[config.mk]
export PLATFORM = sky130hd
export DESIGN_NAME = groupIssuer
export DESIGN_NICKNAME = d
export VERILOG_FILES = /design/src/rtl/issuePkg.sv /design/src/rtl/issueDatapath.sv /design/src/rtl/issueControl.sv /design/src/rtl/groupIssuer.sv
export SDC_FILE = /design/constraint.sdc
export NUM_CORES = 1
export LEC_CHECK = 0
export CORE_MARGIN = 1.5
export CORE_UTILIZATION = 42
export DETAILED_ROUTE_END_ITERATION = 6
export GPL_ROUTABILITY_DRIVEN = 0
export MAX_ROUTING_LAYER = met4
export PLACE_DENSITY = 0.74
export SLEW_MARGIN = 0
export SYNTH_ARGS = -nofsm -noshare
export SYNTH_HDL_FRONTEND = slang
export SYNTH_SLANG_ARGS = --single-unit
[constraint.sdc]
create_clock -name clk -period 3.7 [get_ports clk]
set_input_delay 0.37 -clock clk [delete_from_list [all_inputs] [get_ports clk]]
set_output_delay 0.37 -clock clk [all_outputs]
set_load 0.005 [all_outputs]
[src/rtl/issuePkg.sv]
package issuePkg;
  localparam int NUM_GROUPS = 4;
  localparam int NUM_LANES  = 2;
  localparam int GID_W      = (NUM_GROUPS > 1) ? $clog2(NUM_GROUPS) : 1;

  typedef logic [GID_W-1:0] gid_t;

  // Strobes from control to the datapath for one cycle.
  typedef struct packed {
    logic [NUM_GROUPS-1:0]  pop;   // dequeue head of group
    logic [NUM_LANES-1:0]   fire;  // lane carries an issue
    gid_t [NUM_LANES-1:0]   sel;   // group routed to lane
  } strobe_t;
endpackage

[src/rtl/issueDatapath.sv]
module issueDatapath
  import issuePkg::*;
#(
  parameter int QDEPTH  = 4,
  parameter int INSTR_W = 16,
  parameter int TAG_W   = 4,
  localparam int CNT_W  = $clog2(QDEPTH + 1),
  localparam int PTR_W  = (QDEPTH > 1) ? $clog2(QDEPTH) : 1
) (
  input  logic                                 clk,
  input  logic                                 rstN,
  input  logic                                 pushValid,
  input  gid_t                                 pushGroup,
  input  logic [INSTR_W-1:0]                   pushInstr,
  input  strobe_t                              strobe,
  output logic [NUM_GROUPS-1:0][TAG_W-1:0]     headTag,
  output logic [NUM_GROUPS-1:0][CNT_W-1:0]     qCount,
  output logic [NUM_LANES-1:0]                 laneValid,
  output gid_t [NUM_LANES-1:0]                 laneGroup,
  output logic [NUM_LANES-1:0][INSTR_W-1:0]    laneInstr
);

  logic [NUM_GROUPS-1:0][INSTR_W-1:0] headInstr;

  for (genvar g = 0; g < NUM_GROUPS; g++) begin : gQueue
    logic [INSTR_W-1:0] mem [QDEPTH];
    logic [PTR_W-1:0]   wrPtr, rdPtr;
    logic [CNT_W-1:0]   count;
    logic               pushHit, popHit;

    assign pushHit = pushValid && (pushGroup == gid_t'(g)) && (count < CNT_W'(QDEPTH));
    assign popHit  = strobe.pop[g];

    always_ff @(posedge clk) begin
      if (pushHit) mem[wrPtr] <= pushInstr;
    end

    always_ff @(posedge clk) begin
      if (!rstN) begin
        wrPtr <= '0;
        rdPtr <= '0;
        count <= '0;
      end else begin
        if (pushHit) wrPtr <= (wrPtr == PTR_W'(QDEPTH - 1)) ? '0 : wrPtr + 1'b1;
        if (popHit)  rdPtr <= (rdPtr == PTR_W'(QDEPTH - 1)) ? '0 : rdPtr + 1'b1;
        case ({pushHit, popHit})
          2'b10:   count <= count + 1'b1;
          2'b01:   count <= count - 1'b1;
          default: count <= count;
        endcase
      end
    end

    assign headInstr[g] = mem[rdPtr];
    assign headTag[g]   = mem[rdPtr][TAG_W-1:0];
    assign qCount[g]    = count;

    // control never dequeues an empty queue
    p_no_underflow_r2: assert property (@(posedge clk) disable iff (!rstN)
      popHit |-> (count != '0));
  end

  for (genvar l = 0; l < NUM_LANES; l++) begin : gLane
    always_ff @(posedge clk) begin
      if (!rstN) begin
        laneValid[l] <= 1'b0;
        laneGroup[l] <= '0;
        laneInstr[l] <= '0;
      end else begin
        laneValid[l] <= strobe.fire[l];
        laneGroup[l] <= strobe.sel[l];
        laneInstr[l] <= headInstr[strobe.sel[l]];
      end
    end

    if (l > 0) begin : gPack
      // lanes fill from lane 0 upward with ascending group IDs
      p_lane_pack_r4: assert property (@(posedge clk) disable iff (!rstN)
        laneValid[l] |-> (laneValid[l-1] && (laneGroup[l] > laneGroup[l-1])));
    end
  end

endmodule

[src/rtl/issueControl.sv]
module issueControl
  import issuePkg::*;
#(
  parameter int TAG_W = 4,
  parameter int CNT_W = 3,
  parameter int LAT_W = 16
) (
  input  logic                              clk,
  input  logic                              rstN,
  input  logic                              cfgValid,
  input  gid_t                              cfgGroup,
  input  logic [NUM_GROUPS-1:0]             cfgPrereq,
  input  logic                              start,
  input  logic [NUM_GROUPS-1:0][TAG_W-1:0]  headTag,
  input  logic [NUM_GROUPS-1:0][CNT_W-1:0]  qCount,
  output strobe_t                           strobe,
  output logic [NUM_GROUPS-1:0]             groupDone,
  output logic                              running,
  output logic                              finished,
  output logic [LAT_W-1:0]                  totalLatency
);

  logic [NUM_GROUPS-1:0][NUM_GROUPS-1:0] prereq;
  logic [NUM_GROUPS-1:0][TAG_W-1:0]      rem, remNext;
  logic [NUM_GROUPS-1:0]                 prereqMet, ready, doneSet;
  logic                                  allDoneNext;
  logic [LAT_W-1:0]                      latCnt;

  // Readiness and in-order, ID-priority lane assignment.
  always_comb begin
    int unsigned laneIdx;
    strobe  = '0;
    laneIdx = 0;
    for (int g = 0; g < NUM_GROUPS; g++) begin
      prereqMet[g] = ((prereq[g] & ~groupDone) == '0);
      ready[g]     = running && !groupDone[g] && prereqMet[g] && (qCount[g] != '0);
      if (ready[g] && (laneIdx < NUM_LANES)) begin
        strobe.pop[g]         = 1'b1;
        strobe.fire[laneIdx]  = 1'b1;
        strobe.sel[laneIdx]   = gid_t'(g);
        laneIdx               = laneIdx + 1;
      end
    end
  end

  // Outstanding-work tracking: remaining cycles until the group's
  // latest-completing issued instruction is done.
  always_comb begin
    for (int g = 0; g < NUM_GROUPS; g++) begin
      logic [TAG_W-1:0] lat, dec;
      logic             lastGone;
      lat        = (headTag[g] == '0) ? TAG_W'(1) : headTag[g];
      dec        = (rem[g] != '0) ? rem[g] - 1'b1 : '0;
      remNext[g] = (strobe.pop[g] && (lat > dec)) ? lat : dec;
      lastGone   = (qCount[g] == '0) || ((qCount[g] == CNT_W'(1)) && strobe.pop[g]);
      doneSet[g] = running && !groupDone[g] && prereqMet[g] && lastGone && (remNext[g] == '0);
    end
    allDoneNext = &(groupDone | doneSet);
  end

  always_ff @(posedge clk) begin
    if (!rstN) begin
      prereq    <= '0;
      rem       <= '0;
      groupDone <= '0;
      running   <= 1'b0;
      finished  <= 1'b0;
      latCnt    <= '0;
    end else begin
      if (cfgValid && !running) prereq[cfgGroup] <= cfgPrereq;
      if (start && !running) begin
        running   <= 1'b1;
        finished  <= 1'b0;
        groupDone <= '0;
        rem       <= '0;
        latCnt    <= '0;
      end else if (running) begin
        rem       <= remNext;
        groupDone <= groupDone | doneSet;
        latCnt    <= latCnt + 1'b1;
        if (allDoneNext) begin
          running  <= 1'b0;
          finished <= 1'b1;
        end
      end
    end
  end

  assign totalLatency = latCnt;

  for (genvar g = 0; g < NUM_GROUPS; g++) begin : gChk
    // a finished flag stays set for the rest of the run
    p_done_sticky_r7: assert property (@(posedge clk) disable iff (!rstN)
      (running && groupDone[g]) |=> groupDone[g]);
  end

  // completion implies every group is done
  p_finish_all_r8: assert property (@(posedge clk) disable iff (!rstN)
    finished |-> (&groupDone));

  // latency holds once the run is over
  p_lat_hold_r8: assert property (@(posedge clk) disable iff (!rstN)
    (finished && !start) |=> $stable(latCnt));

  // a start during a run only advances the count by one
  p_start_ignored_r9: assert property (@(posedge clk) disable iff (!rstN)
    (running && start && !allDoneNext) |=> (running && latCnt == $past(latCnt) + 1'b1));

endmodule

[src/rtl/groupIssuer.sv]
module groupIssuer
  import issuePkg::*;
#(
  parameter int QDEPTH  = 4,
  parameter int INSTR_W = 16,
  parameter int TAG_W   = 4,
  parameter int LAT_W   = 16,
  localparam int CNT_W  = $clog2(QDEPTH + 1)
) (
  input  logic                           clk,
  input  logic                           rstN,
  input  logic                           pushValid,
  input  logic [GID_W-1:0]               pushGroup,
  input  logic [INSTR_W-1:0]             pushInstr,
  input  logic                           cfgValid,
  input  logic [GID_W-1:0]               cfgGroup,
  input  logic [NUM_GROUPS-1:0]          cfgPrereq,
  input  logic                           start,
  output logic [NUM_LANES-1:0]           laneValid,
  output logic [NUM_LANES*GID_W-1:0]     laneGroup,
  output logic [NUM_LANES*INSTR_W-1:0]   laneInstr,
  output logic [NUM_GROUPS-1:0]          groupDone,
  output logic                           running,
  output logic                           finished,
  output logic [LAT_W-1:0]               totalLatency
);

  strobe_t                             strobe;
  logic [NUM_GROUPS-1:0][TAG_W-1:0]    headTag;
  logic [NUM_GROUPS-1:0][CNT_W-1:0]    qCount;
  gid_t [NUM_LANES-1:0]                laneGroupArr;
  logic [NUM_LANES-1:0][INSTR_W-1:0]   laneInstrArr;

  issueControl #(.TAG_W(TAG_W), .CNT_W(CNT_W), .LAT_W(LAT_W)) u_ctrl (
    .clk(clk), .rstN(rstN),
    .cfgValid(cfgValid), .cfgGroup(cfgGroup), .cfgPrereq(cfgPrereq),
    .start(start), .headTag(headTag), .qCount(qCount),
    .strobe(strobe), .groupDone(groupDone), .running(running),
    .finished(finished), .totalLatency(totalLatency)
  );

  issueDatapath #(.QDEPTH(QDEPTH), .INSTR_W(INSTR_W), .TAG_W(TAG_W)) u_data (
    .clk(clk), .rstN(rstN),
    .pushValid(pushValid), .pushGroup(pushGroup), .pushInstr(pushInstr),
    .strobe(strobe), .headTag(headTag), .qCount(qCount),
    .laneValid(laneValid), .laneGroup(laneGroupArr), .laneInstr(laneInstrArr)
  );

  assign laneGroup = laneGroupArr;
  assign laneInstr = laneInstrArr;

endmodule

==> results of run 1 <==
==> cell type report <==
type,instances,share of cell area [%]
clock buffer,61,5.78
clock inverter,11,0.391
inverter,41,0.802
multi-input combinational,602,29.5
sequential,384,53.4
tap,511,3.33
timing repair buffer,139,6.84
==> worst max-delay path, delay by kind of cell, from the launching register on <==
family / cells / cell delay, ns
muxes: 1 / 0.53
DFF: 1 / 0.36
buffers and inverters: 4 / 0.51
AOI/OAI and AO/OA: 2 / 0.66
adders and majority gates: 2 / 0.77
and+or+nand+nor: 4 / 0.56
==> cell families (layout without fill, tap and decap cells) <==
kind of cell / Yosys count / after routing / share of synthesized area (%)
DFF: 384 / 384 / 63.3
and+or+nand+nor: 246 / 246 / 8.23
muxes: 141 / 141 / 14.9
AOI/OAI and AO/OA: 131 / 131 / 5.37
buffers and inverters: 85 / 252 / 2.16
adders and majority gates: 63 / 63 / 4.91
xor gates and xnor gates: 21 / 21 / 1.14
==> synthesized netlist by cell type (3+ instances only) <==
cell / instances / area [sq um]
nand4_1: 8 / 50.1
xor2_1: 10 / 87.6
buf_2: 7 / 35.0
inv_1: 39 / 146
a31oi_1: 7 / 43.8
mux4_2: 80 / 1800
nand2b_1: 10 / 62.6
edfxtp_1: 256 / 7690
or3_1: 11 / 68.8
a21oi_1: 34 / 170
o22ai_1: 20 / 125
ha_1: 62 / 776
nor3b_1: 7 / 52.6
mux2i_1: 60 / 601
buf_1: 7 / 26.3
a211oi_1: 8 / 60.1
xnor2_1: 11 / 96.3
o211ai_1: 3 / 22.5
a21boi_0: 12 / 90.1
nand2_1: 42 / 158
nor2b_1: 36 / 225
nand3_1: 8 / 40.0
clkbuf_1: 26 / 97.6
o21a_1: 6 / 45.0
and2_1: 43 / 269
or2_2: 3 / 18.8
nor3_1: 23 / 115
dfxtp_1: 128 / 2560
o21ai_0: 19 / 95.1
nor2_1: 40 / 150
==> per-stage QoR <==
step / setup slack, ns / power (mW) / setup TNS (ns) / area (sq um) / instances
finish: 0.190 / 9.24 / 0 / 19200 / 1749
global route: 0.0299 / 9.55 / 0 / 19200 / 1749
CTS: 0.0101 / 9.30 / 0 / 19200 / 1749
detailed placement: -0.00630 / 5.61 / -0.00630 / 17900 / 1675
global placement: 0.179 / 5.58 / 0 / 17900 / 1675
floorplan: 0.0257 / 5.27 / 0 / 16200 / 1071
==> per-layer routing <==
layer	up-vias	part of all wire [%]
li1	4337	-
met1	4778	42
met2	315	50
met3	68	5.9
met4	0	2.3
met5	-	0
==> what timing repair did <==
| action | 4_1_cts | 5_1_grt |
|---|---|---|
| hold buffers | 0 | 0 |
| setup endpoints to repair | 4 | 33 |
| pin swaps | 0 | 2 |
| setup buffers | 2 | 0 |
| resized for setup | 0 | 12 |
==> path summary, 6_finish.rpt <==
path	from	to	depth (start not counted)	slack, ns
setup / recovery	u_ctrl.groupDone[2]$_SDFFE_PP0P_	u_data.laneInstr[9]$_SDFF_PN0_	13	0.19
hold / removal	rstN	u_data.laneValid[1]$_SDFF_PN0_	2	0.43
setup reg to reg	u_ctrl.groupDone[2]$_SDFFE_PP0P_	u_data.laneInstr[9]$_SDFF_PN0_	13	0.19
hold reg to reg	u_ctrl.finished$_SDFFE_PP0P_	u_ctrl.finished$_SDFFE_PP0P_	2	0.48
==> flip-flops by register name, indices dropped and copies added, names as in the netlist, named ones only <==
register	flops
u_data.gQueue.rdPtr	8
u_data.gQueue.wrPtr	8
u_ctrl.groupDone	4
u_data.gQueue.mem	256
u_ctrl.running	1
u_ctrl.prereq	16
u_ctrl.totalLatency	16
u_data.laneValid	2
u_data.laneInstr	32
u_ctrl.finished	1
u_data.laneGroup	4
u_data.gQueue.count	12
u_ctrl.rem	16
==> power groups by stage <==
stage	clock network [mW]	logic, mW	registers [mW]
floorplan	0	0.472	4.80
global placement	0	0.751	4.83
detailed placement	0	0.776	4.83
CTS	3.77	0.795	4.74
global route	3.93	0.874	4.75
finish	3.70	0.802	4.74
==> impl_metrics.env, run 1 <==
export IMPL_status="finished, final reports clean"
export IMPL_start_util_pct=42.8
export IMPL_hp_class="primary input to flop"
export IMPL_grt_overflow_total=0
export IMPL_drive_gt1_share_pct=16.7
export IMPL_rsz0062_at_grt="false"
export IMPL_layout_min_cycle_time_ns=3.51
export IMPL_crit_chain="inv_1 > a222oi_1 > and2_4 > nand2b_4 > inv_1 > ha_2 > nor3_4 > inv_1 > fa_1 > a21oi_4 > buf_12 > mux4_2 > and2_1"
export IMPL_p_leak_nw=6.67
export IMPL_synthFlopType="edfxtp_1"
export IMPL_cp_arrival_ns=3.94
export IMPL_required_ns=4.13
export IMPL_internal_power_mw=7.14
export IMPL_synthesis_nets=1163
export IMPL_p_comb_share_pct=8.7
export IMPL_num_antenna_cells=0
export IMPL_cts_tree="done"
export IMPL_swShare_pct=22.7
export IMPL_p_seq_share_pct=51.3
export IMPL_wirelength_mm=37.8
export IMPL_slew_headroom_pct=30.4
export IMPL_p_sw_mw=2.10
export IMPL_seqCellArea_sq_mm=0.0103
export IMPL_yosysSeqAreaShare_pct=63.3
export IMPL_post_route_period_util_pct=94.9
export IMPL_fin_util_pct=50.7
export IMPL_fill_cells=3111
export IMPL_busiest_layer="met2"
export IMPL_hpwl_mm=24.0
export IMPL_report_final_slew_viol_count=0
export IMPL_cts_sinks=384
export IMPL_powerDensity_mw_per_mm2=481
export IMPL_ys_warn_count=0
export IMPL_setup_viol=0
export IMPL_fp_dieH_microns=199
export IMPL_routedWlPerCell_microns=21.6
export IMPL_row_count=71
export IMPL_synth_seq_cells=384
export IMPL_worstMarginPinSlew_ns=1.03
export IMPL_portBuffers=88
export IMPL_slowest_stage="fa_1"
export IMPL_fp_dieW_microns=199
export IMPL_use_met2_pct=33.5
export IMPL_start_kind="flop"
export IMPL_fp_coreArea_sq_mm=0.0378
export IMPL_grt_use_total_pct=20.1
export IMPL_vias=9498
export IMPL_clk_latency_ns=0.55
export IMPL_netlist_area_sq_mm=0.0162
export IMPL_drc_errors=0
export IMPL_ant_nets=0
export IMPL_clk_pin_slew_worst_paths_ns=0.06
export IMPL_clockPowerShare_pct=40.0
export IMPL_grt_met3_usage_pct=3.36
export IMPL_root_buffer="clkbuf_16"
export IMPL_cap_violations=0
export IMPL_cp_max_fo=10
export IMPL_area_delta_synth_final_pct=18.5
export IMPL_multi_input_area_sq_mm=0.00566
export IMPL_viasPerCell=5.43
export IMPL_grt_pass1_wl_mm=57.3
export IMPL_end_kind="flop"
export IMPL_antenna_found_initial=0
export IMPL_ios=89
export IMPL_drtIter0Drc=731
export IMPL_fin_nets=1299
export IMPL_async_flop_share_pct=0
export IMPL_final_common_cell="edfxtp_1"
export IMPL_synth_edf_count=256
export IMPL_die_area_sq_mm=0.0398
export IMPL_worstSetupPathType="flop to flop"
export IMPL_cts_max_path_buffers=3
export IMPL_drtPass1Iterations=7
export IMPL_synth_avg_cell_area_sq_um=15.1
export IMPL_htree_num_levels=2
export IMPL_skew_ns=0.0195
export IMPL_hold_viol=0
export IMPL_max_freq_mhz=285
export IMPL_vdd_ir_drop_max_mv=0.455
export IMPL_mostFrequentLayoutCells="edfxtp_1, dfxtp_1, clkdlybuf4s50_1"
export IMPL_grt_pass1_vias=9593
export IMPL_cpPeakStageDelay_ns=0.53
export IMPL_crit_top_cell="inv_1"
export IMPL_grtUsageMet1_pct=25.6
export IMPL_cts_inserted_buffers=39
export IMPL_syn_inst=1071
export IMPL_whs_ns=0.431
export IMPL_grt_start_max_net_pins=38
export IMPL_synth_cell_types=64
(Power assumes the default switching activity.)
==> run 2: changes to the inputs <==
--- a/config.mk
+++ b/config.mk
@@ -6,11 +6,11 @@
 export NUM_CORES = 1
 export LEC_CHECK = 0
 export CORE_MARGIN = 1.5
-export CORE_UTILIZATION = 42
+export CORE_UTILIZATION = 54
 export DETAILED_ROUTE_END_ITERATION = 6
 export GPL_ROUTABILITY_DRIVEN = 0
 export MAX_ROUTING_LAYER = met4
-export PLACE_DENSITY = 0.74
+export PLACE_DENSITY = 0.88
 export SLEW_MARGIN = 0
 export SYNTH_ARGS = -nofsm -noshare
 export SYNTH_HDL_FRONTEND = slang
==> run 2 against run 1 <==
  * Clock skew shrank 0.0054 ns
  * Final cell count shrank 6.9%
  * Cell area shrank 0.76%
  * Clock power is essentially flat
  * Non-clock buffer count grew 4
  * Global-route usage grew 5.6 points
  * Flip-flop and latch count is the same
  * Register-to-register slack lost 0.02 ns
  * Sequential power is essentially flat
  * Sequential share of layout area grew 0.40 points
  * Die area shrank 22%
  * Routed wire length grew 0.94%
  * Largest cell class unchanged
==> impl_metrics.env, run 2 (same netlist as run 1, synthesis figures left out) <==
export IMPL_status="finished, final reports clean"
export IMPL_largest_reg_flops=256
export IMPL_cp_arrival_ns=3.94
export IMPL_cts_inserted_buffers=38
export IMPL_drtIter0Drc=809
export IMPL_place_area_sq_mm=0.0178
export IMPL_drc_errors=0
export IMPL_cts_sinks=384
export IMPL_routedWlPerCell_microns=23.4
export IMPL_vdd_ir_drop_max_mv=0.516
export IMPL_setup_viol=0
export IMPL_grt_use_total_pct=25.7
export IMPL_required_ns=4.11
export IMPL_grt_start_max_net_pins=39
export IMPL_drtPass1Iterations=5
export IMPL_worstMarginPinSlew_ns=1.04
export IMPL_hold_start="rstN"
export IMPL_design_area_sq_mm=0.0191
export IMPL_final_common_cell="edfxtp_1"
export IMPL_reg2reg_to="u_data.laneInstr[7]$_SDFF_PN0_"
export IMPL_ios=89
export IMPL_wirelength_mm=38.2
export IMPL_grt_pass1_vias=10050
export IMPL_report_final_slew_viol_count=0
export IMPL_cts_tree="done"
export IMPL_fin_util_pct=64.5
export IMPL_p_seq_share_pct=51.0
export IMPL_max_freq_mhz=283
export IMPL_clk_pin_slew_worst_paths_ns=0.06
export IMPL_whs_ns=0.397
export IMPL_worstSetupPathType="flop to flop"
export IMPL_powerDensity_mw_per_mm2=487
export IMPL_rsz0062_at_grt="false"
export IMPL_end_kind="flop"
export IMPL_die_area_sq_mm=0.0310
export IMPL_row_count=63
export IMPL_grt_pass1_wl_mm=57.7
export IMPL_viasPerCell=6.03
export IMPL_layout_min_cycle_time_ns=3.53
export IMPL_grt_overflow_total=0
export IMPL_p_leak_nw=6.68
export IMPL_cts_max_path_buffers=3
export IMPL_hold_viol=0
export IMPL_fp_coreArea_sq_mm=0.0296
export IMPL_internal_power_mw=7.20
export IMPL_htree_num_levels=2
export IMPL_skew_ns=0.0141
export IMPL_slew_headroom_pct=30.0
export IMPL_portBuffers=88
export IMPL_hp_class="primary input to flop"
export IMPL_clockPowerShare_pct=40.2
export IMPL_fp_dieW_microns=176
export IMPL_vias=9816
export IMPL_fp_dieH_microns=176
export IMPL_cp_max_fo=8
export IMPL_ant_nets=0
export IMPL_hold_end="u_data.gQueue[1].count[2]$_SDFFE_PN0P_"
export IMPL_clk_latency_ns=0.54
export IMPL_ff2ff_setup_slack_ns=0.17
export IMPL_min_path_cells=2
export IMPL_fin_nets=1302
export IMPL_pre_cts_ws_ns=-0.0287
export IMPL_area_delta_synth_final_pct=17.6
export IMPL_mostFrequentLayoutCells="edfxtp_1, dfxtp_1, clkdlybuf4s50_1"
export IMPL_p_sw_mw=2.08
export IMPL_antenna_found_initial=0
export IMPL_swShare_pct=22.4
export IMPL_cap_violations=0
export IMPL_start_util_pct=54.8
export IMPL_regToRegStartpoint="u_ctrl.groupDone[3]$_SDFFE_PP0P_"
export IMPL_p_comb_share_pct=8.8
export IMPL_num_antenna_cells=0
export IMPL_root_buffer="clkbuf_16"
export IMPL_start_kind="flop"
export IMPL_r2r_cells=15
export IMPL_hpwl_mm=24.3
export IMPL_reg_top3="u_data.gQueue.mem: 256 flops, u_data.laneInstr: 32 flops"
export IMPL_timing_final_ws_setup_ns=0.169
export IMPL_drive_gt1_share_pct=16.6
export IMPL_post_route_period_util_pct=95.4
export IMPL_regMostFlops="u_data.gQueue.mem"
-- run 2: worst max-delay path by stage --
stage               cells after the start                         endpoint                                   start  slack (ns)
finish                                 15   u_data.laneInstr[7]$_SDFF_PN0_        u_ctrl.groupDone[3]$_SDFFE_PP0P_        0.17
global route                           17  u_data.laneInstr[15]$_SDFF_PN0_  u_data.gQueue[0].count[1]$_SDFFE_PN0P_       0.002
CTS                                    17   u_data.laneInstr[7]$_SDFF_PN0_  u_data.gQueue[0].count[1]$_SDFFE_PN0P_        0.01
detailed placement                     16  u_data.laneInstr[30]$_SDFF_PN0_  u_data.gQueue[0].count[1]$_SDFFE_PN0P_       -0.03
global placement                       17  u_data.laneInstr[12]$_SDFF_PN0_  u_data.gQueue[0].count[1]$_SDFFE_PN0P_        0.16
floorplan                              18  u_data.laneInstr[10]$_SDFF_PN0_  u_data.gQueue[0].count[0]$_SDFFE_PN0P_        0.03
-- run 2: per-layer routing --
metal  GRT usage (%)  vias to the layer above  wire, microns
li1                -                     4341              -
met1            31.2                     4923          14700
met2            42.9                      434          19200
met3            3.94                      118           2650
met4            11.5                        0           1600
met5               -                        -              0
-- run 2: repair_timing --
item | 4_1_cts | 5_1_grt
buffers inserted | 5 | 0
endpoints found under the setup margin | 17 | 20
resized for setup | 1 | 5
hold buffers | 0 | 0
-- run 2: critical path, stage by stage, from the launching register on --
cell and delay, ns:
dfxtp_1 0.44, inv_2 0.09, a222oi_1 0.37, and2_1 0.26
nand2b_4 0.07, inv_1 0.08, ha_2 0.25, nor3_4 0.05
inv_1 0.10, fa_1 0.20, o21ai_1 0.11, or2_4 0.31
mux2_4 0.41, buf_12 0.17, mux4_2 0.29, and2_1 0.21
-- run 2: metrics by stage --
| step | instances | setup TNS, ns | total power, mW |
|---|---|---|---|
| 6_report | 1629 | 0 | 9.27 |
| 5_1_grt | 1629 | 0 | 9.55 |
| 4_1_cts | 1629 | 0 | 9.30 |
| 3_5_place_dp | 1555 | -0.0625 | 5.60 |
| 3_3_place_gp | 1555 | 0 | 5.57 |
| 2_1_floorplan | 1071 | 0 | 5.27 |
-- run 2: power by group through the flow --
stage               combinational (mW)  sequential, mW  clock [mW]
finish                           0.812            4.73        3.73
global route                     0.879            4.74        3.93
CTS                              0.804            4.73        3.76
detailed placement               0.779            4.82           0
global placement                 0.747            4.82           0
floorplan                        0.472            4.80           0
-- run 2: layout make-up --
cell class	count	area, sq um
clock buffer	58	1060
clock inverter	11	130
fill	1991	10500
inverter	41	154
multi-input combinational	602	5640
sequential	384	10200
tap	390	488
timing repair buffer	143	1340
==> run 3: changes to the inputs <==
--- a/config.mk
+++ b/config.mk
@@ -15,3 +15,4 @@
 export SYNTH_ARGS = -nofsm -noshare
 export SYNTH_HDL_FRONTEND = slang
 export SYNTH_SLANG_ARGS = --single-unit
+export TNS_END_PERCENT = 1
==> run 3 against run 2 <==
  * Maximum frequency is 0.52% higher
  * Flip-flop and latch count unchanged
  * First-iteration DRC count is 7.4% lower
  * Via count fell by 0.14%
  * Power hardly changed
  * Largest power group unchanged
  * Die area unchanged
  * Sequential share of layout area rose by 0.057 points
  * Clock skew about the same
==> impl_metrics.env, run 3 (same netlist as run 1, synthesis figures left out) <==
export IMPL_fp_dieW_microns=176
export IMPL_setup_viol=0
export IMPL_finalPower_mw=9.27
export IMPL_hp_class="primary input to flop"
export IMPL_drc_errors=0
export IMPL_viasPerCell=6.02
export IMPL_portBuffers=88
export IMPL_row_count=63
export IMPL_fin_nets=1300
export IMPL_die_area_sq_mm=0.0310
export IMPL_drive_gt1_share_pct=16.5
export IMPL_cts_inserted_buffers=38
export IMPL_cts_max_path_buffers=3
export IMPL_antenna_found_initial=0
export IMPL_hpwl_mm=24.3
export IMPL_required_ns=4.11
export IMPL_skew_ns=0.0137
export IMPL_grt_use_total_pct=25.5
export IMPL_worstMarginPinSlew_ns=1.04
export IMPL_regMostFlops="u_data.gQueue.mem"
export IMPL_vias=9802
export IMPL_post_route_period_util_pct=94.9
export IMPL_fin_cells=1627
export IMPL_wirelength_mm=37.8
export IMPL_fp_dieH_microns=176
export IMPL_tns_ns=0
export IMPL_ctsHoldBuffers=0
export IMPL_slowest_stage="dfxtp_1"
export IMPL_htree_num_levels=2
export IMPL_final_common_cell="edfxtp_1"
export IMPL_area_delta_synth_final_pct=17.5
export IMPL_cp_arrival_ns=3.92
export IMPL_reg_top3="u_data.gQueue.mem: 256 flops, u_data.laneInstr: 32 flops"
export IMPL_place_area_sq_mm=0.0178
export IMPL_cpPeakStageDelay_ns=0.44
export IMPL_max_freq_mhz=285
export IMPL_grt_pass1_vias=10065
export IMPL_report_final_slew_viol_count=0
export IMPL_cts_sinks=384
export IMPL_routedWlPerCell_microns=23.2
export IMPL_vdd_ir_drop_max_mv=0.516
export IMPL_mostFrequentLayoutCells="edfxtp_1, dfxtp_1, clkdlybuf4s50_1"
export IMPL_grt_pass1_wl_mm=57.2
export IMPL_fp_coreArea_sq_mm=0.0296
export IMPL_place_inst=1555
export IMPL_hold_viol=0
export IMPL_path_buf_inv=4
export IMPL_whs_ns=0.403
export IMPL_drtPass1Iterations=5
export IMPL_drtIter0Drc=749
export IMPL_cp_top_family="simple AND/OR/NAND/NOR gates"
export IMPL_clk_latency_ns=0.54
export IMPL_ant_nets=0
export IMPL_fill_cells=1997
export IMPL_start_kind="flop"
export IMPL_slew_headroom_pct=29.7
export IMPL_grt_start_max_net_pins=39
export IMPL_cap_violations=0
export IMPL_powerDensity_mw_per_mm2=487
export IMPL_cp_max_fo=10
export IMPL_p_leak_nw=6.67
export IMPL_grt_overflow_total=0
export IMPL_num_antenna_cells=0
export IMPL_layout_min_cycle_time_ns=3.51
export IMPL_ios=89
export IMPL_worstSetupPathType="flop to flop"
export IMPL_design_area_sq_mm=0.0190
export IMPL_crit_chain="inv_2 > a222oi_1 > and2_1 > nand2b_4 > inv_1 > ha_2 > nor3_4 > inv_1 > fa_1 > o21ai_1 > or2_4 > mux2_4 > buf_12 > mux4_2 > and2_1"
export IMPL_start_util_pct=54.8
export IMPL_clk_pin_slew_worst_paths_ns=0.06
export IMPL_end_kind="flop"
export IMPL_largest_reg_flops=256
export IMPL_cts_tree="done"
export IMPL_status="finished, final reports clean"
export IMPL_root_buffer="clkbuf_16"
[run 3: changes by cell type in the layout (fill, tap and decap cells not counted)]
| cell | change |
|---|---|
| buf_4 | -2 |
| buf_12 | -1 |
| buf_8 | +1 |
[run 3: worst register-to-register path, stage by stage, from the launching register on]
cell	delay, ns
dfxtp_1	0.44
inv_2	0.09
a222oi_1	0.37
and2_1	0.26
nand2b_4	0.07
inv_1	0.08
ha_2	0.25
nor3_4	0.05
inv_1	0.10
fa_1	0.20
o21ai_1	0.11
or2_4	0.31
mux2_4	0.38
buf_12	0.18
mux4_2	0.31
and2_1	0.21
[run 3: per-stage QoR]
stage / setup WS (ns) / utilization (%)
final: 0.187 / 64.4
after CTS: 0.0175 / 64.3
after global routing: -0.00117 / 64.4
after detailed placement: -0.0287 / 60.2
after floorplan: 0.0257 / -
after global placement: 0.156 / 60.2
[run 3: path summary, 6_finish.rpt]
| kind | startpoint | to | slack, ns | cells after the start |
|---|---|---|---|---|
| setup reg to reg | u_ctrl.groupDone[3]$_SDFFE_PP0P_ | u_data.laneInstr[7]$_SDFF_PN0_ | 0.19 | 15 |
| hold / removal | rstN | u_data.gQueue[1].count[2]$_SDFFE_PN0P_ | 0.40 | 2 |
| hold reg to reg | u_ctrl.finished$_SDFFE_PP0P_ | u_ctrl.finished$_SDFFE_PP0P_ | 0.48 | 2 |
| setup / recovery | u_ctrl.groupDone[3]$_SDFFE_PP0P_ | u_data.laneInstr[7]$_SDFF_PN0_ | 0.19 | 15 |
[run 3: area by class of cell]
cell class	instances	area [sq um]	area share (%)
clock inverter	11	130	0.684
sequential	384	10200	53.8
tap	390	488	2.56
inverter	41	154	0.809
multi-input combinational	602	5640	29.6
timing repair buffer	141	1320	6.93
clock buffer	58	1060	5.55
[run 3: layer usage]
| metal | vias to the layer above | global-route usage, % | routed length (microns) |
|---|---|---|---|
| li1 | 4339 | - | - |
| met1 | 4869 | 30.7 | 14300 |
| met2 | 482 | 42.4 | 18900 |
| met3 | 112 | 4.44 | 3010 |
| met4 | 0 | 11.2 | 1520 |
| met5 | - | - | 0 |
[run 3: power by group]
group | internal, mW | switching [mW]
sequential | 4.67 | 0.0654
combinational | 0.391 | 0.414
clock | 2.13 | 1.59
total | 7.19 | 2.07
[run 3: repair_timing]
action | in CTS | in global routing
pin swaps | 0 | 0
buffers inserted | 1 | 2
setup endpoints to repair | 17 | 17
gates resized for setup | 2 | 3
